[src/rtl/sg_pkg.sv]
package sg_pkg;
  localparam int VID_W   = 5;
  localparam int RATIO_W = 3;

  typedef enum logic [2:0] {
    ST_NORMAL, ST_DRAIN, ST_APPLY, ST_STOPPED, ST_RESUME
  } sg_state_t;

  typedef struct packed {
    logic [1:0]         ratio_ctl;
    logic [RATIO_W-1:0] ratio;
    logic               vid_en;
    logic [VID_W-1:0]   vid;
  } sg_cfg_t;

  localparam int CFG_W = $bits(sg_cfg_t);
endpackage

[src/rtl/sg_regs.sv]
module sg_regs import sg_pkg::*; #(
  parameter int DATA_W = 16,
  parameter int TO_W   = 8
) (
  input  logic              clk,
  input  logic              rst_n,
  input  logic              idle,
  input  logic              wr_en,
  input  logic              wr_addr,
  input  logic [DATA_W-1:0] wr_data,
  output sg_cfg_t           cfg,
  output logic              start,
  output logic [TO_W-1:0]   load_val
);
  logic [TO_W-1:0] to_bits;

  assign to_bits  = wr_data[TO_W-1:0];
  assign load_val = to_bits;
  assign start    = wr_en && idle && wr_addr && (to_bits != '0);

  always_ff @(posedge clk or negedge rst_n) begin
    if (!rst_n) cfg <= '0;
    else if (wr_en && idle && !wr_addr) cfg <= sg_cfg_t'(wr_data[CFG_W-1:0]);
  end
endmodule

[src/rtl/sg_fsm.sv]
module sg_fsm import sg_pkg::*; #(
  parameter int TO_W     = 8,
  parameter int PRESCALE = 4
) (
  input  logic            clk,
  input  logic            rst_n,
  input  logic            start,
  input  logic [TO_W-1:0] load_val,
  input  logic            drained,
  output sg_state_t       state
);
  localparam int PRE_W = (PRESCALE > 1) ? $clog2(PRESCALE) : 1;
  localparam logic [PRE_W-1:0] PRE_LAST = PRE_W'(PRESCALE - 1);

  logic [TO_W-1:0]  cnt;
  logic [PRE_W-1:0] pre;

  always_ff @(posedge clk or negedge rst_n) begin
    if (!rst_n) begin
      state <= ST_NORMAL;
      cnt   <= '0;
      pre   <= '0;
    end else begin
      case (state)
        ST_NORMAL: if (start) begin
          cnt   <= load_val;
          pre   <= '0;
          state <= ST_DRAIN;
        end
        ST_DRAIN: if (drained) state <= ST_APPLY;
        ST_APPLY: state <= ST_STOPPED;
        ST_STOPPED: begin
          if (pre == PRE_LAST) begin
            pre <= '0;
            cnt <= cnt - TO_W'(1);
            if (cnt == TO_W'(1)) state <= ST_RESUME;
          end else begin
            pre <= pre + PRE_W'(1);
          end
        end
        ST_RESUME: state <= ST_NORMAL;
        default:   state <= ST_NORMAL;
      endcase
    end
  end
endmodule

[src/rtl/sg_apply.sv]
module sg_apply import sg_pkg::*; #(
  parameter logic [VID_W-1:0]   RESET_VID   = 5'h10,
  parameter logic [RATIO_W-1:0] RESET_RATIO = 3'd2
) (
  input  logic               clk,
  input  logic               rst_n,
  input  logic               apply,
  input  sg_cfg_t            cfg,
  output logic [VID_W-1:0]   vid_out,
  output logic [RATIO_W-1:0] ratio_out
);
  always_ff @(posedge clk or negedge rst_n) begin
    if (!rst_n) begin
      vid_out   <= RESET_VID;
      ratio_out <= RESET_RATIO;
    end else if (apply) begin
      if (cfg.vid_en)       vid_out   <= cfg.vid;
      if (cfg.ratio_ctl[1]) ratio_out <= cfg.ratio;
    end
  end
endmodule

[src/rtl/stopgrant_ctrl.sv]
module stopgrant_ctrl import sg_pkg::*; #(
  parameter int DATA_W   = 16,
  parameter int TO_W     = 8,
  parameter int PRESCALE = 4,
  parameter int TAG_W    = 8,
  parameter int TSC_W    = 16,
  parameter int NUM_IRQ  = 5,
  parameter logic [VID_W-1:0]   RESET_VID   = 5'h10,
  parameter logic [RATIO_W-1:0] RESET_RATIO = 3'd2
) (
  input  logic               clk,
  input  logic               rst_n,
  input  logic               wr_en,
  input  logic               wr_addr,
  input  logic [DATA_W-1:0]  wr_data,
  input  logic               pipe_empty,
  input  logic               bus_idle,
  input  logic [TAG_W-1:0]   bound_tag,
  input  logic               ext_flush,
  input  logic               snoop_req,
  input  logic [NUM_IRQ-1:0] irq_in,
  output logic               flush_req,
  output logic [VID_W-1:0]   vid_out,
  output logic [RATIO_W-1:0] ratio_out,
  output logic               clk_gate_en,
  output logic               snoop_block,
  output logic               snoop_err,
  output logic               flush_fwd,
  output logic               resume_pulse,
  output logic [TAG_W-1:0]   resume_tag,
  output logic [TSC_W-1:0]   tsc,
  output logic [NUM_IRQ-1:0] irq_smp
);
  sg_state_t       state;
  sg_cfg_t         cfg;
  logic            start, drained, stopped;
  logic [TO_W-1:0] load_val;

  assign drained = pipe_empty && bus_idle;
  assign stopped = (state == ST_STOPPED);

  sg_regs #(.DATA_W(DATA_W), .TO_W(TO_W)) u_regs (
    .clk(clk), .rst_n(rst_n), .idle(state == ST_NORMAL),
    .wr_en(wr_en), .wr_addr(wr_addr), .wr_data(wr_data),
    .cfg(cfg), .start(start), .load_val(load_val)
  );

  sg_fsm #(.TO_W(TO_W), .PRESCALE(PRESCALE)) u_fsm (
    .clk(clk), .rst_n(rst_n), .start(start), .load_val(load_val),
    .drained(drained), .state(state)
  );

  sg_apply #(.RESET_VID(RESET_VID), .RESET_RATIO(RESET_RATIO)) u_apply (
    .clk(clk), .rst_n(rst_n), .apply(state == ST_APPLY), .cfg(cfg),
    .vid_out(vid_out), .ratio_out(ratio_out)
  );

  assign flush_req    = (state == ST_DRAIN);
  assign clk_gate_en  = stopped;
  assign snoop_block  = stopped;
  assign resume_pulse = (state == ST_RESUME);
  assign flush_fwd    = ext_flush && !stopped;

  always_ff @(posedge clk or negedge rst_n) begin
    if (!rst_n) begin
      tsc        <= '0;
      irq_smp    <= '0;
      snoop_err  <= 1'b0;
      resume_tag <= '0;
    end else begin
      tsc       <= tsc + TSC_W'(1);
      irq_smp   <= irq_in;
      snoop_err <= snoop_req && stopped;
      if (state == ST_DRAIN && drained) resume_tag <= bound_tag;
    end
  end
endmodule

[config.mk]
export PLATFORM = sky130hd
export DESIGN_NAME = stopgrant_ctrl
export DESIGN_NICKNAME = d
export VERILOG_FILES = /design/src/rtl/sg_pkg.sv /design/src/rtl/sg_regs.sv /design/src/rtl/sg_fsm.sv /design/src/rtl/sg_apply.sv /design/src/rtl/stopgrant_ctrl.sv
export SDC_FILE = /design/constraint.sdc
export NUM_CORES = 1
export LEC_CHECK = 0
export BUFFER_PORTS_ARGS = -buffer_cell sky130_fd_sc_hd__buf_2
export CORE_UTILIZATION = 36
export DETAILED_ROUTE_END_ITERATION = 16
export MAX_ROUTING_LAYER = met4
export SKIP_LAST_GASP = 1
export SLEW_MARGIN = 0
export SYNTH_ARGS = -nofsm -noshare
export SYNTH_HDL_FRONTEND = slang
export SYNTH_HIERARCHICAL = 1
export SYNTH_SLANG_ARGS = --single-unit
[constraint.sdc]
create_clock -name clk -period 3 [get_ports clk]
set_input_delay 0.45 -clock clk [delete_from_list [all_inputs] [get_ports clk]]
set_output_delay 0.45 -clock clk [all_outputs]
set_load 0.01 [all_outputs]
==> out/metrics.csv <==
metric,value,unit
timing.final.ws_setup,0.394,ns
tns,0,ns
maxSlewViolCount,0,
required,3.25,ns
h-tree-depth,3,
final_core_util,46.1,%
r2r_end,u_fsm/cnt[0],
syn_nets,277,
hpwl,4060,um
status,completed,
ys_warn_count,6,
fin_nets,350,
period_needed,2.61,ns
overflow,0,
layout-drive-gt1-share,40.1,%
end_kind,register,
worst_slew_pin_slew,0.801,ns
dieArea,8120,um2
reg2reg_depth,7,
maxCapViolations,0,
vias,2011,
wl,5540,um
holdBufCountCts,0,
start_util,37.9,%
pre_cts_slack,0.440,ns
crit_type,register to register,
post-cts-setup-buffer-count,0,
routedWlPerCell,13.4,um
clk_pin_slew,0.07,ns
antenna_found_initial,0,
totalPowerFinal,2.82,mW
track_usage,15.1,%
dieHeight,90.1,um
slew_headroom,46.4,%
r2r_slack,0.39,ns
first_global_vias,1971,
cts_buffers,9,
grt_pass1_wl,9420,um
clock_sink_count,61,
io_pins,80,
cellPowerDensity,829,nW/um2
place_congestion,0.873,
critical-path-top-delay-family,simple AND/OR/NAND/NOR gates,
n_antenna_cell,0,
p_leak,1.70,nW
critPathMaxStageDelay,0.49,ns
synthCells,236,
layout_commonest_cell,buf_2,
cp.arrival,2.86,ns
hold_path_class,primary input to async pin,
critPathLaunchType,register,
critPathBufInv,0,
post-route-period-util,86.9,%
fin_worst_skew,0.00696,ns
cp_cell_sequence,nor3_1 -> nand3_1 -> a21oi_1 -> or3b_1 -> a21o_1 -> or3_1 -> o211ai_2,
drtIter0Drc,100,
die_w,90.1,um
r2r_start,u_fsm/state[1],
numPortBuffers,73,
fin_hold_ws,0.0215,ns
via_per_inst,4.87,
antenna_left,0,
rows,31,
setup_viol,0,
rsz0062_at_grt,no,
grt_max_degree,26,
avgSynthCellArea,11.8,um2
cp_num_cells,7,
drcViolationCount,0,
coreArea,7370,um2
cts.path.max_buffers,2,
firstDrtPassIters,4,
synth_area,2800,um2
cp_max_fo,15,
fmax,384,MHz
crit_slowest_cell,dfrtp_1,
hold_viol_final,0,
clockRootBuffer,clkbuf_8,
clock_latency,0.33,ns
vdd_drop_max,0.417,mV
mostFrequentLayoutCells,"buf_2, dfrtp_1, mux2_2",
synthToLayoutAreaGrowth,21.6,%
cts_tree,built,
cts_resized,0,
[worst reg2reg max path: cells and delay by family (launching register included)]
kind	cells	cell delay, ns
AOI/OAI and AO/OA	3	0.71
and+or+nand+nor	4	1.32
DFF	1	0.49
[report_power, final]
| group | leakage (nW) | internal, mW | total, mW | switching, mW |
|---|---|---|---|---|
| Combinational | 0.845 | 0.438 | 0.907 | 0.469 |
| Sequential | 0.759 | 1.06 | 1.21 | 0.152 |
| Clock | 0.0964 | 0.404 | 0.702 | 0.298 |
| Total | 1.70 | 1.90 | 2.82 | 0.919 |
[registers in the layout (all words and copies together), names as in the netlist]
register	flops
tsc	16
u_regs/cfg	10
resume_tag	8
u_fsm/cnt	8
irq_smp	5
u_apply/vid_out	5
u_apply/ratio_out	3
u_fsm/state	3
u_fsm/pre	2
snoop_err	1
[how the worst max path moves through the flow]
stage                              start           end  slack [ns]
final                     u_fsm/state[1]  u_fsm/cnt[0]        0.39
after global routing      u_fsm/state[1]  u_fsm/cnt[0]        0.23
after CTS                 u_fsm/state[1]  u_fsm/cnt[0]        0.41
after detailed placement  u_fsm/state[1]  u_fsm/cnt[0]        0.44
after global placement    u_fsm/state[1]  u_fsm/cnt[0]        0.48
after floorplan           u_fsm/state[0]  u_fsm/cnt[0]        0.79
[metal layers]
metal	share of wire [%]	vias up	track usage (%)
li1	-	979	-
met3	4.8	9	3.72
met2	44	72	22.1
met4	1.6	0	5.65
met1	49	951	20.3
met5	0	-	-
[metrics by stage]
| stage | cell area, um2 | cells |
|---|---|---|
| 2_1_floorplan | 2800 | 236 |
| 5_1_grt | 3400 | 413 |
| 4_1_cts | 3400 | 413 |
| 3_5_place_dp | 3210 | 397 |
| 6_report | 3400 | 413 |
| 3_3_place_gp | 3210 | 397 |
[area by class of cell]
class / instances / area (um2)
Clock buffer: 12 / 145
Fill cell: 719 / 3970
Tap cell: 99 / 124
Timing Repair Buffer: 77 / 395
Inverter: 9 / 33.8
Sequential cell: 61 / 1530
Clock inverter: 4 / 47.5
Multi-Input combinational cell: 151 / 1120
No activity file was read; power rests on OpenSTA's default activity.
